**src/rtl/cfgx_pkg.sv**
```systemverilog
package cfgx_pkg;

   localparam int DW = 32;

   // request kind encodings carried in control 1 bits [4:0]
   localparam logic [4:0] RQ_MEM      = 5'd0;
   localparam logic [4:0] RQ_MEM_LOCK = 5'd1;
   localparam logic [4:0] RQ_IO       = 5'd2;
   localparam logic [4:0] RQ_CFG0     = 5'd4;
   localparam logic [4:0] RQ_CFG1     = 5'd5;

   // register word indices; the selector must stay at index 0
   localparam logic [2:0] IX_SEL  = 3'd0;
   localparam logic [2:0] IX_CTL1 = 3'd1;
   localparam logic [2:0] IX_CTL2 = 3'd2;
   localparam logic [2:0] IX_BLO  = 3'd3;
   localparam logic [2:0] IX_BHI  = 3'd4;
   localparam logic [2:0] IX_LIM  = 3'd5;
   localparam logic [2:0] IX_TLO  = 3'd6;
   localparam logic [2:0] IX_THI  = 3'd7;

   localparam int EN_BIT = 31;

   typedef struct packed {
      logic [DW-1:0] base_lo;
      logic [DW-1:0] base_hi;
      logic [DW-1:0] limit;
      logic [DW-1:0] tgt_lo;
      logic [DW-1:0] tgt_hi;
      logic [4:0]    kind;
      logic          en;
   } win_cfg_t;

   // reset layout of one window inside the configuration aperture
   function automatic win_cfg_t preset_win(int unsigned idx, int unsigned n_win,
                                           logic [DW-1:0] ap_end, logic [DW-1:0] ap_span,
                                           logic [DW-1:0] hole);
      win_cfg_t      w;
      logic [DW-1:0] step;
      logic [DW-1:0] b;
      step      = ap_span / DW'(n_win);
      b         = ap_end - ap_span + DW'(idx) * step;
      w.base_lo = b;
      w.base_hi = '0;
      w.limit   = b + step - 1 - ((idx == n_win - 1) ? hole : '0);
      w.tgt_lo  = DW'(idx + 1) << 24;
      w.tgt_hi  = '0;
      w.kind    = (idx == 0) ? RQ_CFG0 : RQ_CFG1;
      w.en      = 1'b1;
      return w;
   endfunction

endpackage

```
**src/rtl/cfgx_regfile.sv**
```systemverilog
module cfgx_regfile
   import cfgx_pkg::*;
#(
   parameter int            N_WIN      = 4,
   parameter bit            PRESET     = 1'b1,
   parameter logic [31:0]   AREA_BASE  = 32'h0100_0000,
   parameter logic [31:0]   AREA_SIZE  = 32'h0100_0000,
   parameter logic [31:0]   AP_SPAN    = 32'h0010_0000,
   parameter logic [31:0]   LOCAL_HOLE = 32'h0000_4000
) (
   input  logic                    clk,
   input  logic                    rst_n,
   input  logic                    wr_en,
   input  logic [2:0]              wr_idx,
   input  logic [DW-1:0]           wr_data,
   output win_cfg_t [N_WIN-1:0]    cfg_o
);

   localparam logic [31:0] AP_END = AREA_BASE + AREA_SIZE;

   logic [DW-1:0] sel_q;
   logic          bank_wr;

   assign bank_wr = wr_en && (wr_idx != IX_SEL);

   always_ff @(posedge clk) begin
      if (!rst_n)
         sel_q <= '0;
      else if (wr_en && (wr_idx == IX_SEL))
         sel_q <= wr_data;
   end

   for (genvar g = 0; g < N_WIN; g++) begin : g_win
      win_cfg_t rst_val;
      win_cfg_t w_q;
      logic     mine;

      if (PRESET) begin : g_preset
         assign rst_val = preset_win(g, N_WIN, AP_END, AP_SPAN, LOCAL_HOLE);
      end else begin : g_blank
         assign rst_val = '0;
      end

      assign mine = bank_wr && (sel_q == DW'(g));

      always_ff @(posedge clk) begin
         if (!rst_n) begin
            w_q <= rst_val;
         end else if (mine) begin
            case (wr_idx)
               IX_CTL1: w_q.kind    <= wr_data[4:0];
               IX_CTL2: w_q.en      <= wr_data[EN_BIT];
               IX_BLO:  w_q.base_lo <= wr_data;
               IX_BHI:  w_q.base_hi <= wr_data;
               IX_LIM:  w_q.limit   <= wr_data;
               IX_TLO:  w_q.tgt_lo  <= wr_data;
               IX_THI:  w_q.tgt_hi  <= wr_data;
               default: w_q         <= w_q;
            endcase
         end
      end

      assign cfg_o[g] = w_q;
   end

   logic unused_ctl_bits;
   assign unused_ctl_bits = ^wr_data[EN_BIT-1:5];


   sel_range_chk: assert property (@(posedge clk) disable iff (!rst_n)
      (bank_wr && (sel_q >= DW'(N_WIN))) |=> $stable(cfg_o))
      else $error("window changed while selector out of range");

endmodule

```
**src/rtl/cfgx_win_match.sv**
```systemverilog
module cfgx_win_match
   import cfgx_pkg::*;
(
   input  win_cfg_t        cfg,
   input  logic [DW-1:0]   addr,
   output logic            hit,
   output logic [2*DW-1:0] xaddr
);

   logic          in_range;
   logic [DW-1:0] offset;

   assign in_range = (addr >= cfg.base_lo) && (addr <= cfg.limit) && (cfg.base_hi == '0);
   assign hit      = cfg.en && in_range;
   assign offset   = addr - cfg.base_lo;
   assign xaddr    = {cfg.tgt_hi, cfg.tgt_lo} + {{DW{1'b0}}, offset};

endmodule

```
**src/rtl/cfgx_pick.sv**
```systemverilog
module cfgx_pick
   import cfgx_pkg::*;
#(
   parameter int N_WIN = 4
) (
   input  logic                        clk,
   input  logic                        rst_n,
   input  logic [N_WIN-1:0]            hit,
   input  logic [N_WIN-1:0][2*DW-1:0]  xaddr,
   input  logic [N_WIN-1:0][4:0]       kind,
   output logic                        any_hit,
   output logic [2*DW-1:0]             sel_addr,
   output logic [4:0]                  sel_kind
);

   logic [N_WIN-1:0] grant;

   // isolate the lowest set bit: lowest index wins
   assign grant   = hit & (~hit + N_WIN'(1));
   assign any_hit = |hit;

   always_comb begin
      sel_addr = '0;
      sel_kind = '0;
      for (int i = 0; i < N_WIN; i++) begin
         sel_addr = sel_addr | (xaddr[i] & {(2*DW){grant[i]}});
         sel_kind = sel_kind | (kind[i]  & {5{grant[i]}});
      end
   end


   one_grant_chk: assert property (@(posedge clk) disable iff (!rst_n)
      $onehot0(grant) && ((grant & ~hit) == '0) && (any_hit == (grant != '0)))
      else $error("priority grant malformed");

endmodule

```
**src/rtl/cfgx_xlate_top.sv**
```systemverilog
module cfgx_xlate_top
   import cfgx_pkg::*;
#(
   parameter int            N_WIN      = 4,
   parameter bit            PRESET     = 1'b1,
   parameter logic [31:0]   AREA_BASE  = 32'h0100_0000,
   parameter logic [31:0]   AREA_SIZE  = 32'h0100_0000,
   parameter logic [31:0]   AP_SPAN    = 32'h0010_0000,
   parameter logic [31:0]   LOCAL_HOLE = 32'h0000_4000
) (
   input  logic        clk,
   input  logic        rst_n,
   input  logic        cfg_wr_en,
   input  logic [2:0]  cfg_wr_idx,
   input  logic [31:0] cfg_wr_data,
   input  logic        xl_valid,
   input  logic [31:0] xl_addr,
   output logic        res_valid,
   output logic [63:0] res_addr,
   output logic [4:0]  res_kind,
   output logic        res_miss
);

   initial begin : param_chk
      assert (N_WIN >= 1 && N_WIN <= 16) else $error("N_WIN out of range");
      assert (AP_SPAN <= AREA_SIZE) else $error("aperture larger than area");
      assert ((AP_SPAN % N_WIN) == 0) else $error("aperture not divisible");
      assert (LOCAL_HOLE < AP_SPAN / N_WIN) else $error("hole too large");
   end

   win_cfg_t [N_WIN-1:0]           cfg;
   logic [N_WIN-1:0]               hit;
   logic [N_WIN-1:0][2*DW-1:0]     xaddr;
   logic [N_WIN-1:0][4:0]          kind;
   logic                           any_hit;
   logic [2*DW-1:0]                sel_addr;
   logic [4:0]                     sel_kind;

   cfgx_regfile #(
      .N_WIN(N_WIN), .PRESET(PRESET), .AREA_BASE(AREA_BASE),
      .AREA_SIZE(AREA_SIZE), .AP_SPAN(AP_SPAN), .LOCAL_HOLE(LOCAL_HOLE)
   ) regs_i (
      .clk(clk), .rst_n(rst_n), .wr_en(cfg_wr_en), .wr_idx(cfg_wr_idx),
      .wr_data(cfg_wr_data), .cfg_o(cfg)
   );

   for (genvar g = 0; g < N_WIN; g++) begin : g_match
      cfgx_win_match match_i (
         .cfg(cfg[g]), .addr(xl_addr), .hit(hit[g]), .xaddr(xaddr[g])
      );
      assign kind[g] = cfg[g].kind;
   end

   cfgx_pick #(.N_WIN(N_WIN)) pick_i (
      .clk(clk), .rst_n(rst_n), .hit(hit), .xaddr(xaddr), .kind(kind),
      .any_hit(any_hit), .sel_addr(sel_addr), .sel_kind(sel_kind)
   );

   always_ff @(posedge clk) begin
      if (!rst_n) begin
         res_valid <= 1'b0;
         res_miss  <= 1'b0;
         res_addr  <= '0;
         res_kind  <= RQ_MEM;
      end else begin
         res_valid <= xl_valid;
         if (xl_valid) begin
            res_miss <= !any_hit;
            res_addr <= any_hit ? sel_addr : {{DW{1'b0}}, xl_addr};
            res_kind <= any_hit ? sel_kind : RQ_MEM;
         end
      end
   end


   one_cycle_chk: assert property (@(posedge clk) disable iff (!rst_n)
      xl_valid |=> res_valid)
      else $error("result missing one cycle after input");


   no_spurious_chk: assert property (@(posedge clk) disable iff (!rst_n)
      !xl_valid |=> !res_valid)
      else $error("result without input");


   miss_pass_chk: assert property (@(posedge clk) disable iff (!rst_n)
      (res_valid && res_miss) |-> (res_addr == {32'b0, $past(xl_addr)} && res_kind == RQ_MEM))
      else $error("miss did not pass address through");

endmodule

```
**config.mk**
```make
export PLATFORM = sky130hd
export DESIGN_NAME = cfgx_xlate_top
export DESIGN_NICKNAME = d
export VERILOG_FILES = /design/src/rtl/cfgx_pkg.sv /design/src/rtl/cfgx_regfile.sv /design/src/rtl/cfgx_win_match.sv /design/src/rtl/cfgx_pick.sv /design/src/rtl/cfgx_xlate_top.sv
export SDC_FILE = /design/constraint.sdc
export NUM_CORES = 2
export LEC_CHECK = 0
export ABC_CLOCK_PERIOD_IN_PS = 14950
export BUFFER_PORTS_ARGS = -buffer_cell sky130_fd_sc_hd__buf_2
export CORE_ASPECT_RATIO = 1.4
export CORE_UTILIZATION = 40
export DETAILED_ROUTE_END_ITERATION = 7
export PLACE_DENSITY = 0.61
export SYNTH_ARGS = -nofsm -noshare
export SYNTH_HDL_FRONTEND = slang
export SYNTH_SLANG_ARGS = --single-unit
```
**constraint.sdc**
```tcl
create_clock -name clk -period 14.95 [get_ports clk]
set_clock_uncertainty 0.05 [all_clocks]
set_input_delay 2.2425 -clock clk [delete_from_list [all_inputs] [get_ports clk]]
set_output_delay 2.2425 -clock clk [all_outputs]
set_load 0.03 [all_outputs]
```
**Word-level counts from Yosys, hierarchy flattened**

Index checks and enable logic that the tools add are counted.

- Register bits after elaboration: 767
- Bits of input ports: 71
- Output and inout bits: 71

- Add/sub/neg operators: 9
- $lt $le $gt $ge: 8
- Equality and inequality tests: 10
- Mux-type cells: 2
- Bitwise operators: 16
- Reductions and logical operators: 55

Operators by type and width:

| kind | number |
|---|---|
| $add A64 B32 Y64 | 4 |
| $and A64 B64 Y64 | 4 |
| $or A64 B64 Y64 | 3 |
| $logic_not A32 Y1 | 5 |
| $ge A32 B32 Y1 | 4 |
| $le A32 B32 Y1 | 4 |
| $sub A32 B32 Y32 | 4 |
| $eq A32 B2 Y1 const B | 2 |
| $mux W64 | 1 |
| $reduce_and A2 Y1 | 28 |
| $eq A32 B1 Y1 const B | 1 |
| $and A5 B5 Y5 | 4 |
| $logic_and A1 B1 Y1 | 18 |
| $or A5 B5 Y5 | 3 |
| $eq A3 B3 Y1 const B | 4 |
| $eq A3 B2 Y1 const B | 2 |
| $mux W5 | 1 |
| $add A4 B1 Y4 const B | 1 |
| $and A4 B4 Y4 | 1 |
| $not A4 Y4 | 1 |
| $reduce_or A4 Y1 | 1 |
| $eq A3 B1 Y1 const B | 1 |
| $logic_not A3 Y1 | 1 |
| $reduce_bool A3 Y1 | 1 |
| $logic_not A1 Y1 | 1 |

**Longest topological paths before layout**

- Depth in word-level cells: 12
- Gate-level depth with buffers: 27
- Depth with buffers taken out: 27

**Hierarchy**

From an unflattened synthesis, not the netlist that was laid out.

- Cells, all modules: 6120
- Area, all modules: 51846.0 um^2

By module, submodules not included:

| module | instances | cells an instance | area an instance (um^2) |
|---|---|---|---|
| cfgx_regfile | 1 | 2468 | 25932.4 |
| cfgx_win_match at g_match[0].match_i ... | 2 | 742 | 5217.5 |
| cfgx_win_match at g_match[2].match_i | 1 | 781 | 5348.9 |
| cfgx_win_match at g_match[3].match_i | 1 | 759 | 5320.1 |
| cfgx_xlate_top | 1 | 311 | 2960.3 |
| cfgx_pick | 1 | 317 | 1849.3 |

**Least setup slack after synthesis**

No wires, ideal clock.

- Path kind: input port to flip-flop
- Start: input xl_addr[0]
- End: register res_addr[51]
- Arrival: 7.040 ns
- Setup slack: 7.742 ns
- Stages on the path: 25
- Buffers on the path: 0
- Cells stage by stage: inv_1 > ha_1 > fa_1 > nor2b_1 > o2111ai_1 > nand3_1 > nor4bb_1 > nor3_2 > o21ai_0 > a21oi_1 > o21bai_1 > a21oi_1 > xnor2_1 > ha_1 > a21oi_1 > nor2_1 > a311oi_1 > a21oi_1 > a211o_1 > o21bai_2 > a2111oi_0 > xor2_1 > a22oi_1 > o221ai_1 > a32o_1

- Longest elaborated chain between the ends: 12
- Elaborated cells between the ends (all ways): 40
- Classes of those cells: add/sub (9); order compare (8); mux (1); bitwise (9); reduce/logical (13)

Ends and longest elaborated chain:

| element | line | RTL |
|---|---|---|
| start, declared | cfgx_xlate_top.sv:17 | `input logic [31:0] xl_addr,` |
| parallel branches: the longest is 11 deep, another holds $add A64 B32 Y64 | -- |  |
| $mux W64 (*) | cfgx_xlate_top.sv:69 | `res_addr <= any_hit ? sel_addr : {{DW{1'b0}}, xl_addr};` |
| end signal, assigned | cfgx_xlate_top.sv:69 |  |
| end, declared | cfgx_xlate_top.sv:19 | `output logic [63:0] res_addr,` |

Mark *: on every way between the ends.
A chain may end at the register's enable or synchronous reset.

**Final worst setup path**

- Start: input xl_addr[0]
- End: register res_addr[53]

The elaborated chain is that of the path after synthesis.

==> flow_summary_export.csv <==
group,metric,value,unit
outcome,outcome,"finished, final reports clean",
timing,rsz0062_at_grt,"no",
floorplanning,io_pins,142,
job,cap_violations,0,
global_routing,globalRoute.totalOverflow,0,
clock_tree,cts_max_level,3,
final_layout,drive_above_1_share,0.06520,
global_routing,grt_max_degree,198,
timing,min_period,8450,ps
logic_synthesis,syn-num-nets,6924,
pwr,power.density,97.98,nW/um2
drt,dr.pass1.iters,6,
logic_synthesis,synth_ff_type,"dfxtp_1",
pwr,peakVddDrop,0.07689,mV
drt,ant_nets,0,
critical_path,critPathCaptureType,"flip-flop",
drt,drc,0,
logic_synthesis,synth_async_sr_flop_share,0,
drt,dr_total_vias,46900,
final_layout,area_delta_synth_final,9.877,%
timing,hold_viol,0,
timing,relSlewSlack,0.1591,
clock_tree,numCtsBuffers,82,
logic_synthesis,syn-cell-area,48230,um2
critical_path,path_class,"in2reg",
clock_tree,clkTransAtPathRegs,60,ps
place,dp.cells,7888,
floorplanning,die-area,122000,um2
worst_hold_path,hold_path.class,"reg2reg",
pwr,p_leak,0.02062,uW
logic_synthesis,synth_cell_type_count,104,
drt,wl,191500,um
clock_tree,postCtsSetupRepairBufs,0,
place,place.port_buffers,141,
clock_tree,cts-root-buf,"clkbuf_16",
logic_synthesis,yosysWarnings,0,
critical_path,worstPathMaxFanout,8,
floorplanning,die_w,295.5,um
global_routing,grt_pass1_vias,44020,
final_layout,final_nets,6848,
floorplanning,fp.dieH,412.9,um
floorplanning,start_util,0.4034,
timing,setup_tns,0,ps
logic_synthesis,syn_inst,6452,
logic_synthesis,synth_edf_count,0,
clock_tree,cts_tree,"done",
clock_tree,cts_resized,0,
final_layout,final_cell_mix,"nand2_1 (1,529), a21oi_1 (871), dfxtp_1 (767)",
floorplanning,rows,150,
clock_tree,holdBufCountCts,0,
clock_tree,clkSinkCount,767,
timing,drv_slew,0,
place,routabilityCongestion,0.9730,
logic_synthesis,synth_seq_cells,767,
logic_synthesis,synth.avg_cell_area,7.475,um2
global_routing,track_usage,0.3070,
clock_tree,cts_buffer_depth,3,
timing,clock.fmax,0.1183,GHz
clock_tree,clk_latency,700,ps
drt,dr.first_iter.drc_count,4141,
place,dpl.hpwl,133400,um
timing,finalCritPeriodShare,0.5652,
timing,finalSetupViolations,0,
global_routing,antenna_found_initial,5,
drt,via_per_inst,5.834,
drt,wl_per_cell,23.82,um
timing,tightest_slew,1256,ps
critical_path,worst-endpoint-required,15450,ps
final_layout,final_cell_count_no_fill,8039,
critical_path,cp-start-kind,"primary input",
logic_synthesis,yosysSeqAreaShare,0.3184,
critical_path,worstPathArrival,8950,ps
global_routing,grt_pass1_wl,279900,um
final_layout,final_common_cell,"nand2_1",
floorplanning,coreArea,119600,um2
final cells by class:
type | instances | area, um2
repair buffers | 200 | 1167
clock inverters | 35 | 488.0
diodes | 1 | 2.502
well taps | 1596 | 1997
clock buffers | 115 | 2437
flip-flops and latches | 767 | 15350
multi-input cells | 4972 | 30210
fillers | 12170 | 66560
inverters | 353 | 1333
report_power, final:
part / internal (uW) / leakage, uW / switching (uW) / total, uW
Sequential: 2070 / 0.00619 / 17.9 / 2080
Clock: 1300 / 0.00143 / 944 / 2250
Combinational: 250 / 0.0130 / 612 / 863
Total: 3620 / 0.0206 / 1570 / 5190
sequential cells by signal, indices dropped and copies added, names as in the netlist:
name and cells:
res_addr 64, res_miss 1, res_kind 5, res_valid 1, regs_i.sel_q 32, regs_i.cfg_o 664
per-layer routing:
metal / track usage / wire, um / vias up
met4: 0.1916 / 13010 / 6
met3: 0.04259 / 14880 / 489
met1: 0.3748 / 76020 / 22250
met2: 0.5073 / 87530 / 1828
met5: 0 / 42 / -
li1: - / - / 22320
synth_stat cells, types with 8 or more instances:
| master | count | area, um2 |
|---|---|---|
| xnor2_1 | 239 | 2093 |
| nor4b_1 | 9 | 78.83 |
| fa_1 | 8 | 160.2 |
| nor3_1 | 70 | 350.3 |
| a21o_1 | 112 | 840.8 |
| nand2b_1 | 49 | 306.5 |
| a211o_1 | 14 | 122.6 |
| o21bai_1 | 36 | 270.3 |
| a21boi_0 | 12 | 90.09 |
| o211ai_1 | 151 | 1134 |
| or3_1 | 22 | 137.6 |
| o2111ai_1 | 12 | 105.1 |
| a211oi_1 | 52 | 390.4 |
| o21a_1 | 42 | 315.3 |
| nor2_1 | 236 | 885.9 |
| a31oi_1 | 36 | 225.2 |
| buf_1 | 12 | 45.04 |
| a22oi_1 | 22 | 165.2 |
| a221o_1 | 12 | 120.1 |
| mux2i_1 | 24 | 240.2 |
| xor2_1 | 98 | 858.3 |
| buf_2 | 21 | 105.1 |
| nand2_1 | 1530 | 5743 |
| nor2b_1 | 43 | 269.0 |
| o221ai_1 | 12 | 105.1 |
| inv_1 | 348 | 1306 |
| or4_1 | 13 | 97.59 |
| a222oi_1 | 15 | 150.1 |
| a22o_1 | 12 | 105.1 |
| clkbuf_1 | 319 | 1197 |
| dfxtp_1 | 767 | 15350 |
| nor3b_1 | 11 | 82.58 |
| o31ai_1 | 12 | 90.09 |
| a221oi_1 | 35 | 306.5 |
| nand3b_1 | 8 | 60.06 |
| a21oi_1 | 873 | 4369 |
| and4_1 | 16 | 140.1 |
| nor4_1 | 67 | 419.2 |
| nand4_1 | 87 | 544.3 |
| o21ai_0 | 215 | 1076 |
| ha_1 | 393 | 4917 |
| and3_1 | 60 | 375.4 |
| nand3_1 | 123 | 615.6 |
| and2_1 | 42 | 262.8 |
path summary, 6_finish.rpt:
| path | end | from | depth (start not counted) | slack [ps] |
|---|---|---|---|---|
| worst max register to register | res_addr[47] | regs_i.cfg_o[633] | 24 | 8310 |
| worst min register to register | res_addr[13] | res_addr[13] | 1 | 400 |
| worst min-delay path | res_addr[13] | res_addr[13] | 1 | 400 |
| worst max-delay path | res_addr[53] | xl_addr[0] | 26 | 6500 |
cell families (layout without fill, tap and decap cells):
group	count (synthesis)	in the layout	share of synthesized area
simple gates	2423	2423	0.2233
compound gates	1784	1784	0.2296
flops	767	767	0.3184
buf+inv	713	703	0.05648
fa+ha+maj	401	401	0.1053
xor+xnor	337	337	0.06120
mux	27	27	0.005682
other cells	0	1	0
stage by stage:
stage          total power (uW)    util  area, um2  hold WS (ps)  setup slack [ps]
6_report                   5192  0.4432      52990         398.0              6500
5_1_grt                    5336  0.4432      52990         415.5              6166
4_1_cts                    5192  0.4432      52990         399.4              6762
3_5_place_dp               2965  0.4188      50060         385.6              6045
3_3_place_gp               2963  0.4188      50060         382.5              6088
2_1_floorplan              2643       -      48230         381.0              7742
worst max-delay path, cell delays in order:
cell       delay, ps
buf_2            140
inv_1            510
ha_1             300
fa_1             220
nor2b_1           70
o2111ai_1        240
nand3_1          150
nor4bb_1         180
nor3_2           760
o21ai_0          400
a21oi_1          380
o21bai_1         100
a21oi_1          190
xnor2_1          140
ha_1             320
a21oi_1          210
nor2_1            60
a311oi_1         250
a21oi_1          120
a211o_1          320
o21bai_2         530
a21oi_1          330
nand4_1          220
xnor2_1           80
a222oi_1         350
o21ai_0          120
No activity file was read; power rests on OpenSTA's default activity.
